$ cat src/rtl/rx_async_pkg.sv
package rx_async_pkg;
  localparam int TCODE_W = 4;
  localparam int ACK_W   = 4;

  localparam logic [TCODE_W-1:0] TC_WR_QUAD = 4'h0;
  localparam logic [TCODE_W-1:0] TC_WR_BLK  = 4'h1;
  localparam logic [TCODE_W-1:0] TC_RD_QUAD = 4'h4;
  localparam logic [TCODE_W-1:0] TC_RD_BLK  = 4'h5;
  localparam logic [TCODE_W-1:0] TC_LOCK    = 4'h9;

  typedef enum logic [ACK_W-1:0] {
    ACK_COMPLETE = 4'h1,
    ACK_PENDING  = 4'h2,
    ACK_BUSY     = 4'h4,
    ACK_TYPE_ERR = 4'hE
  } ack_code_e;

  function automatic logic tc_is_write(input logic [TCODE_W-1:0] tc);
    return (tc == TC_WR_QUAD) || (tc == TC_WR_BLK);
  endfunction

  function automatic logic tc_wants_rsp(input logic [TCODE_W-1:0] tc);
    return (tc == TC_RD_QUAD) || (tc == TC_RD_BLK) || (tc == TC_LOCK);
  endfunction
endpackage

$ cat src/rtl/rx_addr_match.sv
module rx_addr_match #(
  parameter int BUS_W  = 10,
  parameter int NODE_W = 6,
  localparam int ID_W  = BUS_W + NODE_W
) (
  input  logic [ID_W-1:0] node_id_i,
  input  logic [ID_W-1:0] dest_i,
  output logic            own_o,
  output logic            bcast_o
);
  logic [NODE_W-1:0] dest_node;
  logic [BUS_W-1:0]  dest_bus;
  logic [BUS_W-1:0]  own_bus;

  assign dest_node = dest_i[NODE_W-1:0];
  assign dest_bus  = dest_i[ID_W-1:NODE_W];
  assign own_bus   = node_id_i[ID_W-1:NODE_W];

  assign own_o   = (dest_i == node_id_i);
  // all-ones node number broadcasts on own bus or on every bus
  assign bcast_o = (&dest_node) && ((dest_bus == own_bus) || (&dest_bus));
endmodule

$ cat src/rtl/rx_req_fifo.sv
module rx_req_fifo #(
  parameter int W     = 27,
  parameter int DEPTH = 4,
  localparam int PTR_W = (DEPTH > 1) ? $clog2(DEPTH) : 1,
  localparam int CNT_W = $clog2(DEPTH + 1)
) (
  input  logic         clk_i,
  input  logic         rst_ni,
  input  logic         push_i,
  input  logic [W-1:0] wdata_i,
  input  logic         pop_i,
  output logic [W-1:0] rdata_o,
  output logic         empty_o,
  output logic         full_o
);
  logic [W-1:0]     mem_q [DEPTH];
  logic [PTR_W-1:0] wr_q, rd_q;
  logic [CNT_W-1:0] cnt_q;

  function automatic logic [PTR_W-1:0] nxt(input logic [PTR_W-1:0] p);
    return (p == PTR_W'(DEPTH - 1)) ? '0 : p + PTR_W'(1);
  endfunction

  assign empty_o = (cnt_q == '0);
  assign full_o  = (cnt_q == CNT_W'(DEPTH));
  assign rdata_o = mem_q[rd_q];

  always_ff @(posedge clk_i or negedge rst_ni) begin
    if (!rst_ni) begin
      wr_q  <= '0;
      rd_q  <= '0;
      cnt_q <= '0;
    end else begin
      if (push_i) wr_q <= nxt(wr_q);
      if (pop_i)  rd_q <= nxt(rd_q);
      if (push_i && !pop_i)      cnt_q <= cnt_q + CNT_W'(1);
      else if (pop_i && !push_i) cnt_q <= cnt_q - CNT_W'(1);
    end
  end

  always_ff @(posedge clk_i) begin
    if (push_i) mem_q[wr_q] <= wdata_i;
  end

  assert_no_overflow_R6: assert property (@(posedge clk_i) disable iff (!rst_ni)
    push_i |-> !full_o);
  assert_no_underflow_R10: assert property (@(posedge clk_i) disable iff (!rst_ni)
    pop_i |-> !empty_o);
endmodule

$ cat src/rtl/rx_label_table.sv
module rx_label_table #(
  parameter int TLABEL_W = 6,
  parameter int ID_W     = 16,
  localparam int NUM     = 1 << TLABEL_W
) (
  input  logic                clk_i,
  input  logic                rst_ni,
  input  logic [TLABEL_W-1:0] chk_label_i,
  output logic                busy_o,
  input  logic                set_i,
  input  logic [TLABEL_W-1:0] set_label_i,
  input  logic [ID_W-1:0]     set_src_i,
  input  logic                rsp_i,
  input  logic [TLABEL_W-1:0] rsp_label_i,
  output logic                hit_o,
  output logic                miss_o,
  output logic [ID_W-1:0]     dest_o
);
  logic [NUM-1:0]  busy_q;
  logic [ID_W-1:0] src_q [NUM];
  logic            hit_q, miss_q;
  logic [ID_W-1:0] dest_q;
  logic            rsp_busy;

  assign busy_o   = busy_q[chk_label_i];
  assign rsp_busy = busy_q[rsp_label_i];

  always_ff @(posedge clk_i or negedge rst_ni) begin
    if (!rst_ni) begin
      busy_q <= '0;
      hit_q  <= 1'b0;
      miss_q <= 1'b0;
      dest_q <= '0;
    end else begin
      hit_q  <= rsp_i && rsp_busy;
      miss_q <= rsp_i && !rsp_busy;
      if (rsp_i && rsp_busy) begin
        busy_q[rsp_label_i] <= 1'b0;
        dest_q              <= src_q[rsp_label_i];
      end
      // a set only targets a free label, a clear only a busy one: no overlap
      if (set_i) busy_q[set_label_i] <= 1'b1;
    end
  end

  always_ff @(posedge clk_i) begin
    if (set_i) src_q[set_label_i] <= set_src_i;
  end

  assign hit_o  = hit_q;
  assign miss_o = miss_q;
  assign dest_o = dest_q;

  assert_set_free_R7: assert property (@(posedge clk_i) disable iff (!rst_ni)
    set_i |-> !busy_q[set_label_i]);
  assert_rsp_exclusive_R8: assert property (@(posedge clk_i) disable iff (!rst_ni)
    !(hit_o && miss_o));
  assert_hit_frees_R8: assert property (@(posedge clk_i) disable iff (!rst_ni)
    (rsp_i && rsp_busy && !(set_i && set_label_i == rsp_label_i)) |=> !busy_q[$past(rsp_label_i)]);
endmodule

$ cat src/rtl/rx_async_filter.sv
module rx_async_filter
  import rx_async_pkg::*;
#(
  parameter int BUS_W      = 10,
  parameter int NODE_W     = 6,
  parameter int TLABEL_W   = 6,
  parameter int FIFO_DEPTH = 4,
  localparam int ID_W      = BUS_W + NODE_W,
  localparam int ENTRY_W   = TCODE_W + TLABEL_W + ID_W + 1
) (
  input  logic                clk_i,
  input  logic                rst_ni,
  input  logic [ID_W-1:0]     node_id_i,
  input  logic                hdr_valid_i,
  input  logic [ID_W-1:0]     hdr_dest_i,
  input  logic [ID_W-1:0]     hdr_src_i,
  input  logic [TCODE_W-1:0]  hdr_tcode_i,
  input  logic [TLABEL_W-1:0] hdr_tlabel_i,
  input  logic                hdr_crc_ok_i,
  output logic                ack_valid_o,
  output logic [ACK_W-1:0]    ack_code_o,
  output logic [ID_W-1:0]     ack_dest_o,
  output logic                req_valid_o,
  input  logic                req_ready_i,
  output logic [TCODE_W-1:0]  req_tcode_o,
  output logic [TLABEL_W-1:0] req_tlabel_o,
  output logic [ID_W-1:0]     req_src_o,
  output logic                req_bcast_o,
  input  logic                rsp_valid_i,
  input  logic [TLABEL_W-1:0] rsp_tlabel_i,
  output logic                rsp_hit_o,
  output logic                rsp_miss_o,
  output logic [ID_W-1:0]     rsp_dest_o
);
  logic m_own, m_bc_raw, m_bc;
  logic fifo_full, fifo_empty, push, pop;
  logic lbl_busy, lbl_set;
  logic ack_set;
  ack_code_e ack_code_d, ack_code_q;
  logic ack_valid_q;
  logic [ID_W-1:0] ack_dest_q;
  logic [ENTRY_W-1:0] wentry, rentry;
  logic is_wr, wants_rsp;

  rx_addr_match #(.BUS_W(BUS_W), .NODE_W(NODE_W)) u_match (
    .node_id_i (node_id_i),
    .dest_i    (hdr_dest_i),
    .own_o     (m_own),
    .bcast_o   (m_bc_raw)
  );
  assign m_bc = m_bc_raw && !m_own;

  assign is_wr     = tc_is_write(hdr_tcode_i);
  assign wants_rsp = tc_wants_rsp(hdr_tcode_i);

  always_comb begin
    ack_set    = 1'b0;
    ack_code_d = ACK_COMPLETE;
    push       = 1'b0;
    lbl_set    = 1'b0;
    if (hdr_valid_i && (m_own || m_bc)) begin
      ack_set = m_own;
      if (!hdr_crc_ok_i) begin
        ack_code_d = ACK_BUSY;
      end else if (!is_wr && !wants_rsp) begin
        ack_code_d = ACK_TYPE_ERR;
      end else if (fifo_full) begin
        ack_code_d = ACK_BUSY;
      end else if (wants_rsp && m_own && lbl_busy) begin
        ack_code_d = ACK_BUSY;
      end else begin
        push       = 1'b1;
        ack_code_d = wants_rsp ? ACK_PENDING : ACK_COMPLETE;
        lbl_set    = wants_rsp && m_own;
      end
    end
  end

  always_ff @(posedge clk_i or negedge rst_ni) begin
    if (!rst_ni) begin
      ack_valid_q <= 1'b0;
      ack_code_q  <= ACK_COMPLETE;
      ack_dest_q  <= '0;
    end else begin
      ack_valid_q <= ack_set;
      if (ack_set) begin
        ack_code_q <= ack_code_d;
        ack_dest_q <= hdr_src_i;
      end
    end
  end

  assign ack_valid_o = ack_valid_q;
  assign ack_code_o  = ack_code_q;
  assign ack_dest_o  = ack_dest_q;

  assign wentry = {hdr_tcode_i, hdr_tlabel_i, hdr_src_i, m_bc};
  assign pop    = !fifo_empty && req_ready_i;

  rx_req_fifo #(.W(ENTRY_W), .DEPTH(FIFO_DEPTH)) u_fifo (
    .clk_i   (clk_i),
    .rst_ni  (rst_ni),
    .push_i  (push),
    .wdata_i (wentry),
    .pop_i   (pop),
    .rdata_o (rentry),
    .empty_o (fifo_empty),
    .full_o  (fifo_full)
  );

  assign req_valid_o = !fifo_empty;
  assign {req_tcode_o, req_tlabel_o, req_src_o, req_bcast_o} = rentry;

  rx_label_table #(.TLABEL_W(TLABEL_W), .ID_W(ID_W)) u_labels (
    .clk_i       (clk_i),
    .rst_ni      (rst_ni),
    .chk_label_i (hdr_tlabel_i),
    .busy_o      (lbl_busy),
    .set_i       (lbl_set),
    .set_label_i (hdr_tlabel_i),
    .set_src_i   (hdr_src_i),
    .rsp_i       (rsp_valid_i),
    .rsp_label_i (rsp_tlabel_i),
    .hit_o       (rsp_hit_o),
    .miss_o      (rsp_miss_o),
    .dest_o      (rsp_dest_o)
  );

  assert_miss_no_ack_R1: assert property (@(posedge clk_i) disable iff (!rst_ni)
    (hdr_valid_i && !m_own && !m_bc_raw) |=> !ack_valid_o);
  assert_bcast_silent_R2: assert property (@(posedge clk_i) disable iff (!rst_ni)
    (hdr_valid_i && m_bc) |=> !ack_valid_o);
  assert_ack_dest_R3: assert property (@(posedge clk_i) disable iff (!rst_ni)
    ack_valid_o |-> (ack_dest_o == $past(hdr_src_i)));
  assert_crc_no_push_R4: assert property (@(posedge clk_i) disable iff (!rst_ni)
    (hdr_valid_i && !hdr_crc_ok_i) |-> !push);
  assert_push_needs_hdr_R10: assert property (@(posedge clk_i) disable iff (!rst_ni)
    push |-> hdr_valid_i);
endmodule

$ cat config.mk
export PLATFORM = sky130hd
export DESIGN_NAME = rx_async_filter
export DESIGN_NICKNAME = d
export VERILOG_FILES = /design/src/rtl/rx_async_pkg.sv /design/src/rtl/rx_addr_match.sv /design/src/rtl/rx_req_fifo.sv /design/src/rtl/rx_label_table.sv /design/src/rtl/rx_async_filter.sv
export SDC_FILE = /design/constraint.sdc
export NUM_CORES = 1
export LEC_CHECK = 0
export BUFFER_PORTS_ARGS = -buffer_cell sky130_fd_sc_hd__buf_2
export CAP_MARGIN = 30
export CORE_MARGIN = 2
export CORE_UTILIZATION = 55
export DETAILED_ROUTE_END_ITERATION = 10
export GPL_TIMING_DRIVEN = 0
export PLACE_DENSITY_LB_ADDON = 0.05
export SYNTH_ARGS = -nofsm -noshare
export SYNTH_HDL_FRONTEND = slang
export SYNTH_SLANG_ARGS = --single-unit
$ cat constraint.sdc
create_clock -name clk_i -period 5.45 [get_ports clk_i]
set_clock_uncertainty 0.15 [all_clocks]
set_input_delay 0.2725 -clock clk_i [delete_from_list [all_inputs] [get_ports clk_i]]
set_output_delay 0.2725 -clock clk_i [all_outputs]
set_load 0.05 [all_outputs]
# Yosys cells after proc, flatten, opt, wreduce, memory -nomap -nowiden
# Memories as Yosys holds them, arrays and structs flattened. A register that Yosys moved wholly into a read port is not among the register bits.
# Index checks and enable logic that the tools add are counted.
[op_classes] reduce_logical=31 bitwise=3 muxes=35 n_lt_le_gt_ge=4 n_addsub=4 n_eq_ne=9
[op_table] operator="64-bit two-way mux" count=2
[op_table] operator="64-bit AND" count=1
[op_table] operator="64-bit inverter" count=1
[op_table] operator="64-bit OR" count=1
[op_table] operator="1-bit two-way mux" count=19
[op_table] operator="16-bit == test" count=1
[op_table] operator="6-bit by 7-bit < comparator with 1-bit output (second input constant)" count=2
[op_table] operator="1-bit logical AND" count=13
[op_table] operator="1-bit binary-select mux with 6-bit select" count=2
[op_table] operator="1-bit demux with 6-bit select" count=2
[op_table] operator="6-bit by 1-bit greater-or-equal comparator with 1-bit output (second input constant)" count=2
[op_table] operator="3-bit two-way mux" count=4
[op_table] operator="4-bit two-way mux" count=3
[op_table] operator="10-bit == test" count=1
[op_table] operator="10-bit AND reduction" count=1
[op_table] operator="4-bit by 3-bit == test with 1-bit output (second input constant)" count=2
[op_table] operator="1-bit zero test" count=8
[op_table] operator="2-bit two-way mux" count=3
[op_table] operator="6-bit AND reduction" count=1
[op_table] operator="1-bit logical OR" count=5
[op_table] operator="2-bit by 1-bit adder with 2-bit output (second input constant)" count=2
[op_table] operator="2-bit == test (second input constant)" count=2
[op_table] operator="4-bit by 1-bit == test with 1-bit output (second input constant)" count=1
[op_table] operator="4-bit == test (second input constant)" count=1
[op_table] operator="other kinds (6)" count=6
[totals] inputBits=70 n_memories=2 wordCells=97 register_bits=94 out_inout_bits=67 mem_bits_rw=1132
[memory_table] memory="u_labels.src_q" words=64 width=16 read_ports=1 rd_clocked_by_memory_dff=1 wr=1 line="rx_label_table.sv:20" rtl="logic [ID_W-1:0] src_q [NUM];"
[memory_table] memory="u_fifo.mem_q" words=4 width=27 read_ports=1 rd_clocked_by_memory_dff=0 wr=1 line="rx_req_fifo.sv:16" rtl="logic [W-1:0] mem_q [DEPTH];"

# Depth between registers and ports, before layout
[logic_depth] depth_word=14 ltp_mapped=16 ltp_nobuf=13

# By module
# A second synthesis with hierarchy kept.
[hier_totals] hier_cells=2794 hier_area_um2=49262.2
[by_module_without_submodules] mod="rx_label_table" cells_each=2493 instances=1 seq_area_each_um2=32801.5 area_per_inst_um2=43819.5
[by_module_without_submodules] mod="rx_req_fifo" cells_each=178 instances=1 seq_area_each_um2=3418.3 area_per_inst_um2=4320.4
[by_module_without_submodules] mod="rx_async_filter" cells_each=95 instances=1 seq_area_each_um2=526.8 area_per_inst_um2=904.6
[by_module_without_submodules] mod="rx_addr_match" cells_each=28 instances=1 seq_area_each_um2=0.0 area_per_inst_um2=217.7

# Least setup slack after synthesis
# Ideal clock, no wire load.
[synth_timing] kind="input to register" from="input node_id_i[7]" to="memory u_labels.src_q[24][0], enable pin" setup_slack_ns=2.158 setup_ns=0.388 arrival_ns=2.753 required_ns=4.912 cell_stages=10 path_buffers=2 path_cell_list="xnor2_1 > nand4_1 > nor4_1 > and4_1 > clkbuf_1 > nand3_1 > nor3_2 > nand4_1 > buf_2 > nor2_1"
[synth_between] elab_chain_len=10 word_cells_on_any_way=17 classes_between="eq/ne (2); mux (7); reduce/logical (8)"
[synth_lines] element="start, declared" line="rx_async_filter.sv:13" rtl="input logic [ID_W-1:0] node_id_i,"
[synth_lines] element="16-bit == test" line="rx_addr_match.sv:19" rtl="assign own_o = (dest_i == node_id_i);"
[synth_lines] element="1-bit logical AND" line="rx_async_filter.sv:69, rx_async_filter.sv:74"
[synth_lines] element="1-bit logical AND" line="rx_async_filter.sv:69" rtl="end else if (wants_rsp && m_own && lbl_busy) begin"
[synth_lines] element="1-bit two-way mux" line="rx_async_filter.sv:69"
[synth_lines] element="1-bit two-way mux" line="rx_async_filter.sv:67" rtl="end else if (fifo_full) begin"
[synth_lines] element="1-bit two-way mux" line="rx_async_filter.sv:65" rtl="end else if (!is_wr && !wants_rsp) begin"
[synth_lines] element="1-bit two-way mux" line="rx_async_filter.sv:63" rtl="if (!hdr_crc_ok_i) begin"
[synth_lines] element="1-bit two-way mux *" line="rx_async_filter.sv:61" rtl="if (hdr_valid_i && (m_own || m_bc)) begin"
[synth_lines] element="1-bit two-way mux *" line="rx_label_table.sv:47" rtl="if (set_i) src_q[set_label_i] <= set_src_i;"
[synth_lines] element="1-bit two-way mux (implied by the code) *" line="rx_label_table.sv:47"
[synth_lines] element="end, declared" line="rx_label_table.sv:20"
# Every way passes the cells marked *; elsewhere a longest branch is shown, timed or not.

# Worst setup path after layout
[layout_timing] from="input rsp_tlabel_i[1]" to="register u_labels.dest_q[5] (netlist: u_labels.dest_o[5]) (read register of u_labels.src_q)"
[layout_between] elab_chain_len=3
[layout_lines] element="start, declared" line="rx_async_filter.sv:30" rtl="input logic [TLABEL_W-1:0] rsp_tlabel_i,"
[layout_lines] element="1-bit binary-select mux with 6-bit select" line="rx_label_table.sv:26" rtl="assign rsp_busy = busy_q[rsp_label_i];"
[layout_lines] element="1-bit two-way mux (implied by the code)" line="rx_label_table.sv:26"
[layout_lines] element="1-bit logical AND" line="rx_label_table.sv:37" rtl="if (rsp_i && rsp_busy) begin"
[layout_lines] element="end, declared" line="rx_label_table.sv:22" rtl="logic [ID_W-1:0] dest_q;"
# Several ways; a longest one is shown, not always the timed one. The select of a mux whose other input is x is not followed.
# A chain may end at the register's enable or synchronous reset.

==> impl_results.rst <==
.. list-table::
   :header-rows: 1

   * - Metric
     - Value
   * - DRC violation count after routing
     - 0
   * - Most repeated cell in the gate-level netlist after synthesis
     - sky130_fd_sc_hd__edfxtp_1
   * - Class of the tightest hold or removal check
     - primary input to flip-flop
   * - CP Buf/Inv Count
     - 6
   * - Height of the die
     - 296.6 um
   * - Final net count
     - between 3000 and 4000
   * - Clock transition time at the flip-flop clock pins of the worst setup and hold paths
     - 0.06 ns
   * - Capture point of the worst reg-to-reg path
     - u_labels.src_q[15][6]
   * - Global placement routability congestion
     - between 0.9 and 1
   * - Crit-path slowest cell
     - sky130_fd_sc_hd__nor4_1
   * - Area occupied by multi-input gates
     - ~9800 um2
   * - Leftover overflow at the end of global routing
     - 0
   * - Minimum clock period
     - around 4.4 ns
   * - Maximum fanout along the worst path
     - 10
   * - I/O pin count
     - 137
   * - Delay of the slowest cell on the worst path
     - slightly above 0.9 ns
   * - Detailed placer's ending HPWL
     - between 100000 and 150000 um
   * - Count of different cell masters after synthesis
     - 75
   * - Register Area
     - 36750 um2
   * - Slack of the worst reg-to-reg path
     - 1.52 ns
   * - Pins Over Slew Limit
     - 0
   * - Max capacitance violation total
     - 0
   * - Mapped cell area
     - around 47000 um2
   * - Yosys warning total
     - 0
   * - # setup viols final
     - 0
   * - Area share of xor/xnor cells in the synthesized design
     - 0.003533
   * - Predominant post-synthesis flop cell
     - sky130_fd_sc_hd__edfxtp_1
   * - Final wirelength
     - roughly 180000 um
   * - Width of the die
     - roughly 300 um
   * - Hold Violations, Final
     - 0
   * - Placeable core region
     - 85010 um2
   * - Maximum clock insertion buffer count
     - 3
   * - Global-route wire length before repair
     - 237300 um
   * - Via count of the first global-routing pass
     - a little under 30000
   * - Initial core utilization
     - 0.5541
   * - Area enclosed by the die boundary
     - roughly 88000 um2
   * - Total number of placement rows
     - 107
   * - CTS buffer count
     - 130
   * - Number of synthesized flops with an enable pin
     - between 1000 and 1500
   * - Clock Sinks
     - between 1000 and 1500
   * - Syn_area_per_cell
     - ~17 um2
   * - Hold wc startpoint
     - rsp_tlabel_i[5]
   * - Antenna violations before repair
     - 7
   * - Simple-gate share of the synthesized area
     - 0.03905
   * - Cell accounting for the most synthesized area
     - sky130_fd_sc_hd__edfxtp_1
   * - Power density over the cells
     - ~380 nW/um2
   * - Crit start category
     - primary input
   * - Mean routed wirelength per cell
     - 40.26 um
   * - Pin count of the biggest net entering global routing
     - 74
   * - Crit path DAT
     - between 4 and 5 ns
   * - DR pass1 iterations
     - 6
   * - Final Core Density
     - 0.6560
   * - Endpoint class of the critical path
     - flip-flop
   * - Status
     - finished clean
   * - Synthesized instance count
     - approximately 2700
   * - Relative slew margins
     - 0.2086
   * - Number of vias in the routed layout
     - 31120
   * - Filler cells
     - slightly below 6000
   * - Seq/Total Area, Yosys
     - 0.7802
   * - CTS tree
     - built
   * - Post-route fraction of the period consumed by the critical path
     - 0.8143
   * - Largest family of logic cells by synthesized area
     - compound AO/OA/AOI/OAI gates
   * - Worst-skew pair later-pin latency
     - around 0.74 ns
   * - Leading post-synthesis cells by cell area
     - sky130_fd_sc_hd__edfxtp_1, sky130_fd_sc_hd__dfrtp_1, sky130_fd_sc_hd__a22oi_1, sky130_fd_sc_hd__a221oi_1, sky130_fd_sc_hd__mux4_2
   * - Slew at the pin closest to its max-slew limit
     - about 1.2 ns
   * - Number of register bits inferred by synthesis
     - approximately 1200
   * - Most instantiated cells after synthesis
     - sky130_fd_sc_hd__edfxtp_1, sky130_fd_sc_hd__a22oi_1, sky130_fd_sc_hd__o21ai_0, sky130_fd_sc_hd__nand2_1, sky130_fd_sc_hd__a221oi_1
   * - Standby leakage power
     - 18.35 nW
   * - WHS
     - ~0.11 ns
   * - Number of port buffers
     - 133
   * - Ys async rst share
     - 0.08857
   * - Crit Reg-Reg Startpoint
     - u_labels.busy_q[6]
   * - Endpoint of the worst hold-timing path
     - u_labels.dest_o[8]
   * - Share of cells above drive strength 1
     - 0.2020
   * - DR iter-0 viols
     - 5222
   * - Clock tree root buffer cell
     - sky130_fd_sc_hd__clkbuf_16
   * - Post-detailed-route count of antenna-violating nets
     - 0
   * - Hold path cells
     - 4
   * - Net count after synthesis
     - 2826
   * - Area growth from synthesis to layout
     - 18.40%
   * - Crit Path Class
     - primary input to flip-flop
   * - Overall global routing resource usage
     - 0.4050
   * - Compound-Gate Fraction of Synth Area
     - 0.1282
   * - Highest achievable clock rate
     - roughly 0.23 GHz
   * - Crit-path leading delay family
     - buffers and inverters
   * - Unrepaired setup endpoints after global routing
     - no
   * - Reg2Reg Depth
     - 9
   * - Cell chain of the critical path
     - buf_2 -> inv_1 -> clkbuf_1 -> nor3_2 -> buf_6 -> buf_2 -> clkbuf_1 -> a22oi_1 -> a31oi_1 -> nor4_1 -> nand2_1 -> mux2_4
   * - Post-CTS resize count
     - 0
   * - VDD IR-drop max
     - around 0.00042 V
   * - Per-cell via count in the routed design
     - slightly above 7
   * - Top-area cell type share of the netlist area
     - 0.7217
   * - H-Tree Level Count
     - 4
   * - Adder-cell share of the synthesized area
     - 0.002019
   * - CP Data Required Time
     - about 6 ns
   * - Share of cell area taken by muxes after synthesis
     - 0.02741
-- cells by family after synthesis --
logic type | after synthesis
muxes | 77
and+or+nand+nor | 372
DFF | 1242
xor gates and xnor gates | 19
AOI/OAI and AO/OA | 837
buffers and inverters | 195
adders and majority gates | 7
-- layout by cell type, fill, tap and decap left out, types with 17 or more instances in the layout --
master,n
sky130_fd_sc_hd__buf_1,21
sky130_fd_sc_hd__buf_8,67
sky130_fd_sc_hd__a22oi_1,307
sky130_fd_sc_hd__clkbuf_1,107
sky130_fd_sc_hd__a221oi_1,111
sky130_fd_sc_hd__buf_6,17
sky130_fd_sc_hd__mux2i_1,18
sky130_fd_sc_hd__nand4_1,27
sky130_fd_sc_hd__a21oi_1,30
sky130_fd_sc_hd__nor2_4,30
sky130_fd_sc_hd__buf_2,205
sky130_fd_sc_hd__o21ai_0,158
sky130_fd_sc_hd__mux2_2,18
sky130_fd_sc_hd__dfrtp_1,109
sky130_fd_sc_hd__dlygate4sd3_1,36
sky130_fd_sc_hd__nand3_1,32
sky130_fd_sc_hd__nor2_2,34
sky130_fd_sc_hd__clkbuf_16,136
sky130_fd_sc_hd__edfxtp_1,1132
sky130_fd_sc_hd__buf_12,17
sky130_fd_sc_hd__nand2_1,117
sky130_fd_sc_hd__a22o_1,92
sky130_fd_sc_hd__clkinv_1,21
sky130_fd_sc_hd__a31oi_1,84
sky130_fd_sc_hd__mux4_2,36
sky130_fd_sc_hd__nor2_1,27
-- flip-flops by register name, summed over array words and instances (netlist names) --
signal,flops
u_labels.busy_q,64
u_fifo.cnt_q,3
u_fifo.mem_q,108
u_labels.src_q,1024
u_fifo.wr_q,2
u_labels.dest_o,16
ack_valid_o,1
u_labels.miss_o,1
u_fifo.rd_q,2
ack_dest_o,16
u_labels.hit_o,1
ack_code_o,4
-- power by group --
group | switching (mW) | internal, mW | total, mW
registers | 0.0411 | 10.4 | 10.5
clock network | 3.59 | 4.88 | 8.47
logic | 1.52 | 0.602 | 2.13
-- metrics by stage --
stage | instances | TNS, ns | worst slack (ns) | instance area [um2] | power (mW)
after floorplan | 2749 | 0 | 2.158 | 47100 | 11.89
after global placement | 4026 | -37.59 | -0.3104 | 49200 | 12.64
after detailed placement | 4130 | 0 | 0.5347 | 51250 | 12.75
after CTS | 4387 | 0 | 0.9967 | 55610 | 21.03
after global routing | 4398 | 0 | 0.9801 | 55750 | 21.50
final | 4404 | 0 | 1.012 | 55770 | 21.08
-- routing by layer --
layer | share of wire | routed length, um | vias to the layer above | track usage
met2 | 0.45 | 79990 | 2672 | 0.6103
met4 | 0.061 | 10770 | 6 | 0.2241
li1 | - | - | 12190 | -
met3 | 0.14 | 24210 | 510 | 0.1118
met1 | 0.35 | 62330 | 15750 | 0.5381
met5 | 0.00021 | 37 | - | 0
-- how the worst max path moves through the flow --
stage,startpoint,endpoint,slack [ns],cells past startpoint
6_report,rsp_tlabel_i[1],u_labels.dest_o[5],1.01,12
3_5_place_dp,rsp_tlabel_i[1],u_labels.dest_o[5],0.53,11
3_3_place_gp,hdr_tlabel_i[2],u_labels.src_q[46][4],-0.31,12
4_1_cts,hdr_tlabel_i[2],u_labels.src_q[35][12],1.0,14
5_1_grt,hdr_tlabel_i[2],u_labels.src_q[15][3],0.98,13
2_1_floorplan,node_id_i[7],u_labels.src_q[24][0],2.16,10
-- worst min-delay path: stages --
cell and delay [ns]:
sky130_fd_sc_hd__clkbuf_1 0.20, sky130_fd_sc_hd__nand2b_1 0.19, sky130_fd_sc_hd__a41oi_1 0.13, sky130_fd_sc_hd__o21ai_0 0.15
-- what timing repair did --
| action | 4_1_cts | 5_1_grt |
|---|---|---|
| hold buffers | 37 | 0 |
| setup buffers | 0 | 0 |
| hold endpoints to repair | 494 | 0 |
-- area by class of cell --
type | count | share of cell area
sequential | 1242 | 0.6589
multi-input combinational | 1312 | 0.1752
clock buffer | 177 | 0.06522
timing repair buffer | 284 | 0.05198
tap | 1144 | 0.02567
buffer | 181 | 0.01559
clock inverter | 43 | 0.006147
inverter | 14 | 0.001032
antenna | 7 | 0.0003141
No activity file was read; power rests on OpenSTA's default activity.
